`src/rtl/wdog_pkg.sv`:
```
package wdog_pkg;
  localparam int ADDR_W = 8;

  localparam logic [ADDR_W-1:0] ADDR_CTRL = 8'h71;
  localparam logic [ADDR_W-1:0] ADDR_CFG  = 8'h72;
  localparam logic [ADDR_W-1:0] ADDR_VLO  = 8'h73;
  localparam logic [ADDR_W-1:0] ADDR_VHI  = 8'h74;

  localparam int CTRL_STATUS_BIT = 0;
  localparam int CTRL_FORCE_BIT  = 1;
  localparam int CTRL_EN_LSB     = 4;

  typedef struct packed {
    logic unit_sec;
    logic kbd_rst_en;
    logic tmo_out_en;
    logic pwrgood_route;
  } wd_cfg_t;
endpackage

```
`src/rtl/wdog_regs.sv`:
```
module wdog_regs
  import wdog_pkg::*;
#(
  parameter int VAL_W = 16,
  parameter int NSRC  = 4
) (
  input  logic              clk,
  input  logic              rst_n,
  input  logic              bus_valid,
  input  logic              bus_write,
  input  logic [ADDR_W-1:0] bus_addr,
  input  logic [7:0]        bus_wdata,
  output logic [7:0]        bus_rdata,
  input  logic              expire,
  output logic [NSRC-1:0]   evt_en,
  output logic              unit_sec,
  output logic              kbd_en,
  output logic [VAL_W-1:0]  reload_val,
  output logic              val_wr,
  output logic              force_p,
  output logic              status
);
  localparam int HI_W = VAL_W - 8;

  logic [7:0]      lo_q;
  logic [HI_W-1:0] hi_q;
  logic [NSRC-1:0] en_q;
  wd_cfg_t         cfg_q;
  logic            status_q;
  logic            val_wr_q;

  logic wr, wr_ctrl, wr_cfg, wr_lo, wr_hi;

  assign wr      = bus_valid && bus_write;
  assign wr_ctrl = wr && (bus_addr == ADDR_CTRL);
  assign wr_cfg  = wr && (bus_addr == ADDR_CFG);
  assign wr_lo   = wr && (bus_addr == ADDR_VLO);
  assign wr_hi   = wr && (bus_addr == ADDR_VHI);
  assign force_p = wr_ctrl && bus_wdata[CTRL_FORCE_BIT];

  always_ff @(posedge clk) begin
    if (!rst_n) begin
      lo_q     <= '0;
      hi_q     <= '0;
      en_q     <= '0;
      cfg_q    <= '0;
      status_q <= 1'b0;
      val_wr_q <= 1'b0;
    end else begin
      val_wr_q <= wr_lo || wr_hi;
      if (wr_ctrl) en_q  <= bus_wdata[CTRL_EN_LSB +: NSRC];
      if (wr_cfg)  cfg_q <= wd_cfg_t'(bus_wdata[7:4]);
      if (wr_lo)   lo_q  <= bus_wdata;
      if (wr_hi)   hi_q  <= bus_wdata[HI_W-1:0];
      // a timeout on the same edge as a clearing write wins
      if (expire)
        status_q <= 1'b1;
      else if (wr_ctrl && !bus_wdata[CTRL_STATUS_BIT])
        status_q <= 1'b0;
    end
  end

  always_comb begin
    bus_rdata = '0;
    case (bus_addr)
      ADDR_CTRL: begin
        bus_rdata[CTRL_EN_LSB +: NSRC] = en_q;
        bus_rdata[CTRL_STATUS_BIT]     = status_q;
      end
      ADDR_CFG: bus_rdata[7:4] = cfg_q;
      ADDR_VLO: bus_rdata      = lo_q;
      ADDR_VHI: bus_rdata      = 8'(hi_q);
      default:  bus_rdata      = '0;
    endcase
  end

  assign evt_en     = en_q;
  assign unit_sec   = cfg_q.unit_sec;
  assign kbd_en     = cfg_q.kbd_rst_en;
  assign reload_val = {hi_q, lo_q};
  assign val_wr     = val_wr_q;
  assign status     = status_q;
endmodule

```
`src/rtl/wdog_prescale.sv`:
```
module wdog_prescale #(
  parameter int MIN_DIV = 60
) (
  input  logic clk,
  input  logic rst_n,
  input  logic tick,
  input  logic minute_mode,
  input  logic clr,
  output logic dec_stb
);
  localparam int PW = (MIN_DIV > 1) ? $clog2(MIN_DIV) : 1;
  localparam logic [PW-1:0] LAST = PW'(MIN_DIV - 1);

  logic [PW-1:0] pre_q;

  assign dec_stb = minute_mode ? (tick && (pre_q == LAST)) : tick;

  always_ff @(posedge clk) begin
    if (!rst_n || clr || !minute_mode)
      pre_q <= '0;
    else if (tick)
      pre_q <= (pre_q == LAST) ? '0 : pre_q + 1'b1;
  end
endmodule

```
`src/rtl/wdog_evreload.sv`:
```
module wdog_evsync #(
  parameter int NSRC       = 4,
  parameter int RELOAD_DLY = 4
) (
  input  logic            clk,
  input  logic            rst_n,
  input  logic [NSRC-1:0] evt,
  input  logic [NSRC-1:0] en,
  output logic            fire
);
  localparam int DW = $clog2(RELOAD_DLY + 1);
  localparam logic [DW-1:0] LAST = DW'(RELOAD_DLY - 1);

  logic [NSRC-1:0] gated;
  logic            hit;
  logic            pend_q;
  logic [DW-1:0]   dcnt_q;

  for (genvar i = 0; i < NSRC; i++) begin : g_gate
    assign gated[i] = evt[i] & en[i];
  end

  assign hit  = |gated;
  assign fire = pend_q && (dcnt_q == LAST);

  always_ff @(posedge clk) begin
    if (!rst_n) begin
      pend_q <= 1'b0;
      dcnt_q <= '0;
    end else if (fire) begin
      pend_q <= hit;
      dcnt_q <= '0;
    end else if (pend_q) begin
      dcnt_q <= dcnt_q + 1'b1;
    end else if (hit) begin
      pend_q <= 1'b1;
      dcnt_q <= '0;
    end
  end
endmodule

```
`src/rtl/wdog_downcnt.sv`:
```
module wdog_downcnt #(
  parameter int W = 16
) (
  input  logic         clk,
  input  logic         rst_n,
  input  logic         load,
  input  logic [W-1:0] load_val,
  input  logic         dec,
  output logic [W-1:0] cnt
);
  always_ff @(posedge clk) begin
    if (!rst_n)
      cnt <= '0;
    else if (load)
      cnt <= load_val;
    else if (dec && (cnt != '0))
      cnt <= cnt - 1'b1;
  end
endmodule

```
`src/rtl/wdog_rstpulse.sv`:
```
module wdog_rstpulse #(
  parameter int RST_LEN = 8
) (
  input  logic clk,
  input  logic rst_n,
  input  logic trig,
  input  logic en,
  output logic pulse
);
  localparam int LW = $clog2(RST_LEN + 1);

  logic [LW-1:0] cnt_q;
  logic          act_q;

  always_ff @(posedge clk) begin
    if (!rst_n) begin
      act_q <= 1'b0;
      cnt_q <= '0;
    end else if (!act_q) begin
      if (trig && en) begin
        act_q <= 1'b1;
        cnt_q <= LW'(RST_LEN - 1);
      end
    end else if (cnt_q == '0) begin
      act_q <= 1'b0;
    end else begin
      cnt_q <= cnt_q - 1'b1;
    end
  end

  assign pulse = act_q;
endmodule

```
`src/rtl/wdog_evreload_top.sv`:
```
module wdog_evreload
  import wdog_pkg::*;
#(
  parameter int VAL_W      = 16,
  parameter int MIN_DIV    = 60,
  parameter int RELOAD_DLY = 4,
  parameter int RST_LEN    = 8
) (
  input  logic       clk,
  input  logic       rst_n,
  input  logic       bus_valid,
  output logic       bus_ready,
  input  logic       bus_write,
  input  logic [7:0] bus_addr,
  input  logic [7:0] bus_wdata,
  output logic [7:0] bus_rdata,
  input  logic       sec_tick,
  input  logic       evt_ir,
  input  logic       evt_mouse,
  input  logic       evt_kbd,
  input  logic       evt_game,
  output logic       kbd_rst_pulse,
  output logic       tmo_status
);
  localparam int NSRC = 4;

  logic [NSRC-1:0]  evt_vec;
  logic [NSRC-1:0]  evt_en;
  logic             unit_sec;
  logic             kbd_en_w;
  logic [VAL_W-1:0] reload_val;
  logic             val_wr;
  logic             force_p;
  logic             evt_fire;
  logic             dec_stb;
  logic             cnt_load;
  logic [VAL_W-1:0] cnt_q;
  logic             cnt_expire;
  logic             expire_any;

  assign bus_ready = 1'b1;
  // bit order matches control bits 7..4
  assign evt_vec   = {evt_ir, evt_mouse, evt_kbd, evt_game};

  wdog_regs #(.VAL_W(VAL_W), .NSRC(NSRC)) u_regs (
    .clk(clk), .rst_n(rst_n),
    .bus_valid(bus_valid), .bus_write(bus_write),
    .bus_addr(bus_addr), .bus_wdata(bus_wdata), .bus_rdata(bus_rdata),
    .expire(expire_any), .evt_en(evt_en), .unit_sec(unit_sec),
    .kbd_en(kbd_en_w), .reload_val(reload_val), .val_wr(val_wr),
    .force_p(force_p), .status(tmo_status)
  );

  wdog_evsync #(.NSRC(NSRC), .RELOAD_DLY(RELOAD_DLY)) u_evsync (
    .clk(clk), .rst_n(rst_n), .evt(evt_vec), .en(evt_en), .fire(evt_fire)
  );

  assign cnt_load = val_wr | evt_fire;

  wdog_prescale #(.MIN_DIV(MIN_DIV)) u_pre (
    .clk(clk), .rst_n(rst_n), .tick(sec_tick), .minute_mode(!unit_sec),
    .clr(cnt_load), .dec_stb(dec_stb)
  );

  wdog_downcnt #(.W(VAL_W)) u_cnt (
    .clk(clk), .rst_n(rst_n), .load(cnt_load), .load_val(reload_val),
    .dec(dec_stb), .cnt(cnt_q)
  );

  // a reload on the same edge suppresses the final decrement
  assign cnt_expire = !cnt_load && dec_stb && (cnt_q == VAL_W'(1));
  assign expire_any = cnt_expire | force_p;

  wdog_rstpulse #(.RST_LEN(RST_LEN)) u_rst (
    .clk(clk), .rst_n(rst_n), .trig(expire_any), .en(kbd_en_w),
    .pulse(kbd_rst_pulse)
  );
endmodule

```
`config.mk`:
```
export PLATFORM = sky130hd
export DESIGN_NAME = wdog_evreload
export DESIGN_NICKNAME = d
export VERILOG_FILES = /design/src/rtl/wdog_pkg.sv /design/src/rtl/wdog_regs.sv /design/src/rtl/wdog_prescale.sv /design/src/rtl/wdog_evreload.sv /design/src/rtl/wdog_downcnt.sv /design/src/rtl/wdog_rstpulse.sv /design/src/rtl/wdog_evreload_top.sv
export SDC_FILE = /design/constraint.sdc
export NUM_CORES = 1
export LEC_CHECK = 0
export ABC_CLOCK_PERIOD_IN_PS = 3000
export BUFFER_PORTS_ARGS = -buffer_cell sky130_fd_sc_hd__buf_2
export CAP_MARGIN = 10
export CORE_MARGIN = 4
export CORE_UTILIZATION = 55
export DETAILED_ROUTE_END_ITERATION = 10
export GPL_ROUTABILITY_DRIVEN = 0
export GPL_TIMING_DRIVEN = 0
export PLACE_DENSITY = 0.76
export SLEW_MARGIN = 20
export SYNTH_ARGS = -nofsm -noshare
export SYNTH_HDL_FRONTEND = slang
export SYNTH_HIERARCHICAL = 1
export SYNTH_SLANG_ARGS = --single-unit
```
`constraint.sdc`:
```
create_clock -name clk -period 3 [get_ports clk]
set_input_delay 0.6 -clock clk [delete_from_list [all_inputs] [get_ports clk]]
set_output_delay 0.6 -clock clk [all_outputs]
set_load 0.005 [all_outputs]
```
# Word-level counts from Yosys, hierarchy flattened
# Cells that the tools add are included.
[word_totals]
register_bits = 57
latch_bits = 0
ramBits = 0
rom_bits = 0
inputBits = 25
output_inout_bits = 11
elab_cells = 82
n_memories = 0
[op_classes]
add_sub_neg = 4
n_mul = 0
div = 0
n_lt_le_gt_ge = 0
eq_ne = 8
shift = 0
mux = 20
bitwise_logic = 7
reduce_logical = 28
[ops]
columns = ["operator", "count"]
rows = [
  ["== test 8 x 7 -> 1 bit, second input constant", 4],
  ["two-way mux 16 bit", 2],
  ["== test 16 x 1 -> 1 bit, second input constant", 1],
  ["case mux 4 bit (4 select lines)", 1],
  ["nonzero test 16 bit", 1],
  ["subtractor 16 x 1 -> 16 bit, second input constant", 1],
  ["logical AND 1 bit", 13],
  ["two-way mux 4 bit", 3],
  ["two-way mux 1 bit", 9],
  ["nonzero test 2 bit", 4],
  ["adder 6 x 1 -> 6 bit, second input constant", 1],
  ["== test 6 bit, second input constant", 1],
  ["two-way mux 3 bit", 2],
  ["two-way mux 6 bit", 1],
  ["case mux 3 bit (2 select lines)", 1],
  ["bitwise AND 1 bit", 4],
  ["logical NOT 4 bit", 1],
  ["OR reduction 4 bit", 1],
  ["subtractor 4 x 1 -> 4 bit, second input constant", 1],
  ["adder 3 x 1 -> 3 bit, second input constant", 1],
  ["== test 3 x 2 -> 1 bit, second input constant", 1],
  ["logical NOT 1 bit", 3],
  ["logical OR 1 bit", 3],
  ["case mux 1 bit (3 select lines)", 1],
  ["other kinds (5)", 6],
]

# Longest topological paths before layout
[logic_depth]
depth_word = 10
ltp_mapped = 9
depth_no_buf = 9

# Hierarchy
# The synthesis kept the hierarchy.
[by_module_without_submodules]
columns = ["module", "instances", "cells_per_inst", "area_each_um2"]
rows = [
  ["wdog_regs", 1, 144, 1323.8],
  ["wdog_downcnt", 1, 117, 984.7],
  ["wdog_prescale", 1, 30, 296.5],
  ["wdog_rstpulse", 1, 29, 280.3],
  ["wdog_evsync", 1, 23, 220.2],
  ["wdog_evreload", 1, 11, 70.1],
]

# Least setup slack after synthesis
# No wires, ideal clock.
[synth_path]
path_type = "input to register"
from = "in sec_tick"
to = "reg u_cnt.cnt[10]"
setup_time_ps = 122
arrival_time_ps = 1990
required_time_ps = 2878
setup_slack_ps = 888
path_stages = 6
path_buffers = 1
path_cell_list = "buf_4 > nand2_1 > o22ai_1 > inv_1 > o41a_1 > o311a_1"
[synth_between]
elab_chain_cells = 4
[synth_rtl]
columns = ["item", "line_no", "source"]
rows = [
  ["start: declaration", "wdog_evreload_top.sv:17", "input logic sec_tick,"],
  ["logical AND 1 bit", "wdog_prescale.sv:16", "assign dec_stb = minute_mode ? (tick && (pre_q == LAST)) : tick;"],
  ["two-way mux 1 bit *", "wdog_prescale.sv:16", ""],
  ["net dec_stb", "wdog_evreload_top.sv:35", "logic dec_stb;"],
  ["logical AND 1 bit *", "wdog_downcnt.sv:16", "else if (dec && (cnt != '0))"],
  ["nonzero test 2 bit (no source line) *", "--", ""],
  ["end signal: assignment", "wdog_downcnt.sv:15", "cnt <= load_val;"],
  ["end signal: assignment", "wdog_downcnt.sv:17", "cnt <= cnt - 1'b1;"],
  ["end: declaration", "wdog_downcnt.sv:9", "output logic [W-1:0] cnt"],
]
# Mark *: on every way through the listed nets, which the timed path passes. The rest lies on a longest branch.
# A chain may end at the register's enable or synchronous reset.

# Final worst setup path
[layout_path]
from = "in bus_addr[0]"
to = "out bus_rdata[6]"
[layout_between]
elab_chain_cells = 2
word_cells_on_any_way = 5
[layout_rtl]
columns = ["item", "line_no", "source"]
rows = [
  ["start: declaration", "wdog_evreload_top.sv:14", "input logic [7:0] bus_addr,"],
  ["== test 8 x 7 -> 1 bit", "wdog_regs.sv:65", "case (bus_addr)"],
  ["case mux 4 bit (4 select lines) *", "wdog_regs.sv:65", ""],
  ["end: declaration", "wdog_evreload_top.sv:16", "output logic [7:0] bus_rdata,"],
]
# Mark *: on every way between the ends. The rest lies on a longest branch, timed or not.

==> impl_metrics.json <==
{
  "post_drt_wl_per_cell_um": 16.18,
  "area_growth_pct": 15.09,
  "slew_headroom_pct": 43.14,
  "ys_top_cells_by_area": "dfxtp_1 36%, mux2i_1 9.1%, nand2_1 5.3%",
  "cts-root-buf": "clkbuf_8",
  "yosysSeqAreaShare_pct": 35.93,
  "power_density_nw_per_um2": 457.2,
  "cts_tree": "yes",
  "final.period_utilization_pct": 83.08,
  "startpoint_type": "input pin",
  "fin_tns_setup_ns": 0,
  "hpwlAfterDp_um": 5660,
  "fin_nets": 428,
  "path_common_cell": "buf_2",
  "grt_pass1_vias": 2671,
  "critPathArrivalTime_ns": 1.89,
  "grt_overflow": 0,
  "yosysTopAreaCell": "dfxtp_1",
  "drv_cap": 0,
  "final_util_pct": 65.97,
  "grt_max_degree": 14,
  "vias": 2805,
  "finalSetupViolations": 0,
  "via_per_inst": 5.918,
  "hp-class": "flip-flop to flip-flop",
  "fill_cells": 466,
  "netlist_area_um2": 3176,
  "netlist.area_leader.share_pct": 35.93,
  "port_buffers": 32,
  "instances_no_fill": 474,
  "seq_area_um2": 1141,
  "crit_fanout": 10,
  "finalHoldViolCount": 0,
  "slowest_delay_ns": 0.48,
  "async_reset_ff_share_pct": 0,
  "die_height_um": 83.99,
  "finClkSkew_ns": 0.005741,
  "drc_errors": 0,
  "cp-end-kind": "output port",
  "diodes": 0,
  "synthFlopType": "dfxtp_1",
  "critPathLaunch": "bus_addr[0]",
  "cp_top_family": "buffers and inverters",
  "core_area_um2": 5540,
  "r2r_slack_ns": 0.62,
  "clk_pin_slew_worst_paths_ns": 0.07,
  "total_power_mw": 1.671,
  "reg2reg_to": "u_rst/cnt_q[0]$_SDFFE_PN0P_",
  "ys_types": 72,
  "leakagePower_nw": 1.414,
  "cts.repair.resized": 0,
  "placed_cells": 458,
  "antenna_found_initial": 0,
  "cts.path.max_buffers": 2,
  "yosysWarnings": 6,
  "rsz0062_at_grt": "false",
  "initial_core_util_pct": 57.32,
  "peakVddDrop_uv": 490.2,
  "cts.sinks": 57,
  "rows": 27,
  "postCtsHoldBufs": 0,
  "grt_pass1_wl_um": 12740,
  "numCtsBuffers": 9,
  "cp_num_buf_inv": 3,
  "synth_edf_count": 0,
  "gr-usage-all-layers_pct": 22.72,
  "rr_startpoint": "u_pre/pre_q[0]$_SDFFE_PP0P_",
  "ios": 36,
  "drive_above_1_share_pct": 19.15,
  "die_x_um": 83.99,
  "die_area_um2": 7053,
  "outcome": "finished clean",
  "multi_input_area_um2": 1903,
  "max_slew.worst_pin.slew_ns": 0.8452,
  "final_antenna_net_count": 0,
  "avgSynthCellArea_um2": 8.970,
  "drtPass1Iterations": 4,
  "post_cts_buffers": 0,
  "clkLatencyLatePin_ns": 0.34,
  "cp.required_ns": 2.40,
  "min_period_ns": 2.492,
  "ys_ff_latch": 57,
  "clock.fmax_mhz": 401.2,
  "crit_type": "input pin to output port",
  "crit_path_cell_trace": "buf_2 > clkbuf_1 > mux2i_1 > nor2_1 > o21a_1 > buf_2",
  "cp_num_cells": 6,
  "cp_slowest_cell": "clkbuf_1",
  "drtIter0Drc": 209,
  "synthCells": 354,
  "synth_fp_nets": 385,
  "reg2reg_depth": 8,
  "maxSlewViolCount": 0,
  "wl_um": 7668,
  "endpoint": "bus_rdata[6]",
  "htreeDepth": 3
}
==> worst register-to-register path, delay by kind of cell (launching register included) <==
kind	cells	cell delay, ns
flops	1	0.39
compound gates	5	1.33
fa+ha+maj	1	0.20
simple gates	2	0.41
==> cell usage after synthesis (3+ instances only) <==
cell and instances:
or3_1 8, nand2_1 45, or4_1 8, o31ai_1 6, inv_1 12, mux2i_1 29, ha_1 6, clkbuf_1 11
a21oi_1 7, nor4_1 4, o22ai_1 3, o21ai_0 17, nor4b_1 3, nand4_1 3, nand2b_1 4, nor3_1 4
o21a_1 6, or2_2 3, nor2_1 21, a22oi_1 5, a31oi_1 9, nand3_1 4, xor2_1 4, nand3b_1 9
nand4b_1 4, dfxtp_1 57, and2_1 3, o211ai_1 3, buf_2 3
==> area by class of cell <==
type | count | area share [%]
timing repair buffer | 32 | 4.382
clock inverter | 5 | 2.123
multi-input combinational | 267 | 52.07
buffer | 17 | 2.259
tap | 72 | 2.465
sequential | 57 | 31.22
inverter | 13 | 1.335
clock buffer | 11 | 4.142
==> layout by cell type (no fill, tap or decap), types with 3 or more instances in the layout <==
cell type,n
inv_1,12
buf_2,35
nand2_1,45
nor3_1,4
o31ai_1,6
xor2_1,4
a21oi_1,7
or2_2,3
nand3b_1,9
nand2b_1,4
nor4_1,4
clkbuf_8,11
nand3_1,4
o211ai_1,3
mux2i_1,29
a31oi_1,9
o22ai_1,3
or4_1,8
and2_1,3
dfxtp_1,57
nand4_1,3
clkbuf_1,11
nand4b_1,4
o21a_1,6
nor2_1,21
ha_1,6
nor4b_1,3
or3_1,8
o21ai_0,17
a22oi_1,5
==> cell families (layout without fill, tap and decap cells) <==
group	count (synthesis)	in the layout	synth area share, %
DFF	57	57	35.93
and+or+nand+nor	148	148	28.64
other	1	1	0.1181
muxes	30	30	9.496
AOI/OAI and AO/OA	76	76	17.65
adders and majority gates	6	6	2.364
xor gates and xnor gates	6	6	1.655
buffers and inverters	30	78	4.137
==> layer usage <==
layer  vias to the layer above  track usage, %  part of all wire (%)
li1                       1400               -                     -
met1                      1293           29.51                    45
met2                        95           34.63                    46
met3                        17           5.528                   6.4
met4                         0           12.13                   2.9
met5                         -               0                     0
==> registers in the layout (all words and copies together) (netlist names) <==
signal and count:
u_regs/cfg_q 2, u_rst/cnt_q 4, u_regs/hi_q 8, u_regs/lo_q 8
u_evsync/pend_q 1, u_regs/status 1, u_pre/pre_q 6, u_regs/kbd_en 1
u_regs/unit_sec 1, u_regs/evt_en 4, u_evsync/dcnt_q 3, u_regs/val_wr 1
u_rst/pulse 1, u_cnt/cnt 16
==> through the flow <==
step	hold slack, ns	area, um2	setup WS (ns)
floorplan	0.4341	3176	0.8884
finish	0.4621	3655	0.5076
global route	0.4860	3655	0.4522
CTS	0.4649	3655	0.5365
detailed placement	0.4545	3426	0.3742
global placement	0.4418	3426	0.3851
==> worst min path at each step <==
| stage | startpoint | end | cells past startpoint |
|---|---|---|---|
| 6_report | u_regs/cfg_q[1]$_SDFFE_PN0P_ | u_regs/cfg_q[1]$_SDFFE_PN0P_ | 2 |
| 5_1_grt | u_regs/cfg_q[1]$_SDFFE_PN0P_ | u_regs/cfg_q[1]$_SDFFE_PN0P_ | 2 |
| 4_1_cts | u_regs/cfg_q[1]$_SDFFE_PN0P_ | u_regs/cfg_q[1]$_SDFFE_PN0P_ | 2 |
| 3_5_place_dp | u_regs/cfg_q[0]$_SDFFE_PN0P_ | u_regs/cfg_q[0]$_SDFFE_PN0P_ | 2 |
| 3_3_place_gp | u_regs/cfg_q[0]$_SDFFE_PN0P_ | u_regs/cfg_q[0]$_SDFFE_PN0P_ | 2 |
| 2_1_floorplan | u_regs/cfg_q[0]$_SDFFE_PN0P_ | u_regs/cfg_q[0]$_SDFFE_PN0P_ | 2 |
==> report_power, final <==
group	switching (mW)	internal, mW	leakage (nW)	total (mW)
Clock	0.308	0.509	0.115	0.818
Sequential	0.00363	0.760	0.459	0.764
Combinational	0.0557	0.0336	0.839	0.0893
No activity file was read; power rests on OpenSTA's default activity.
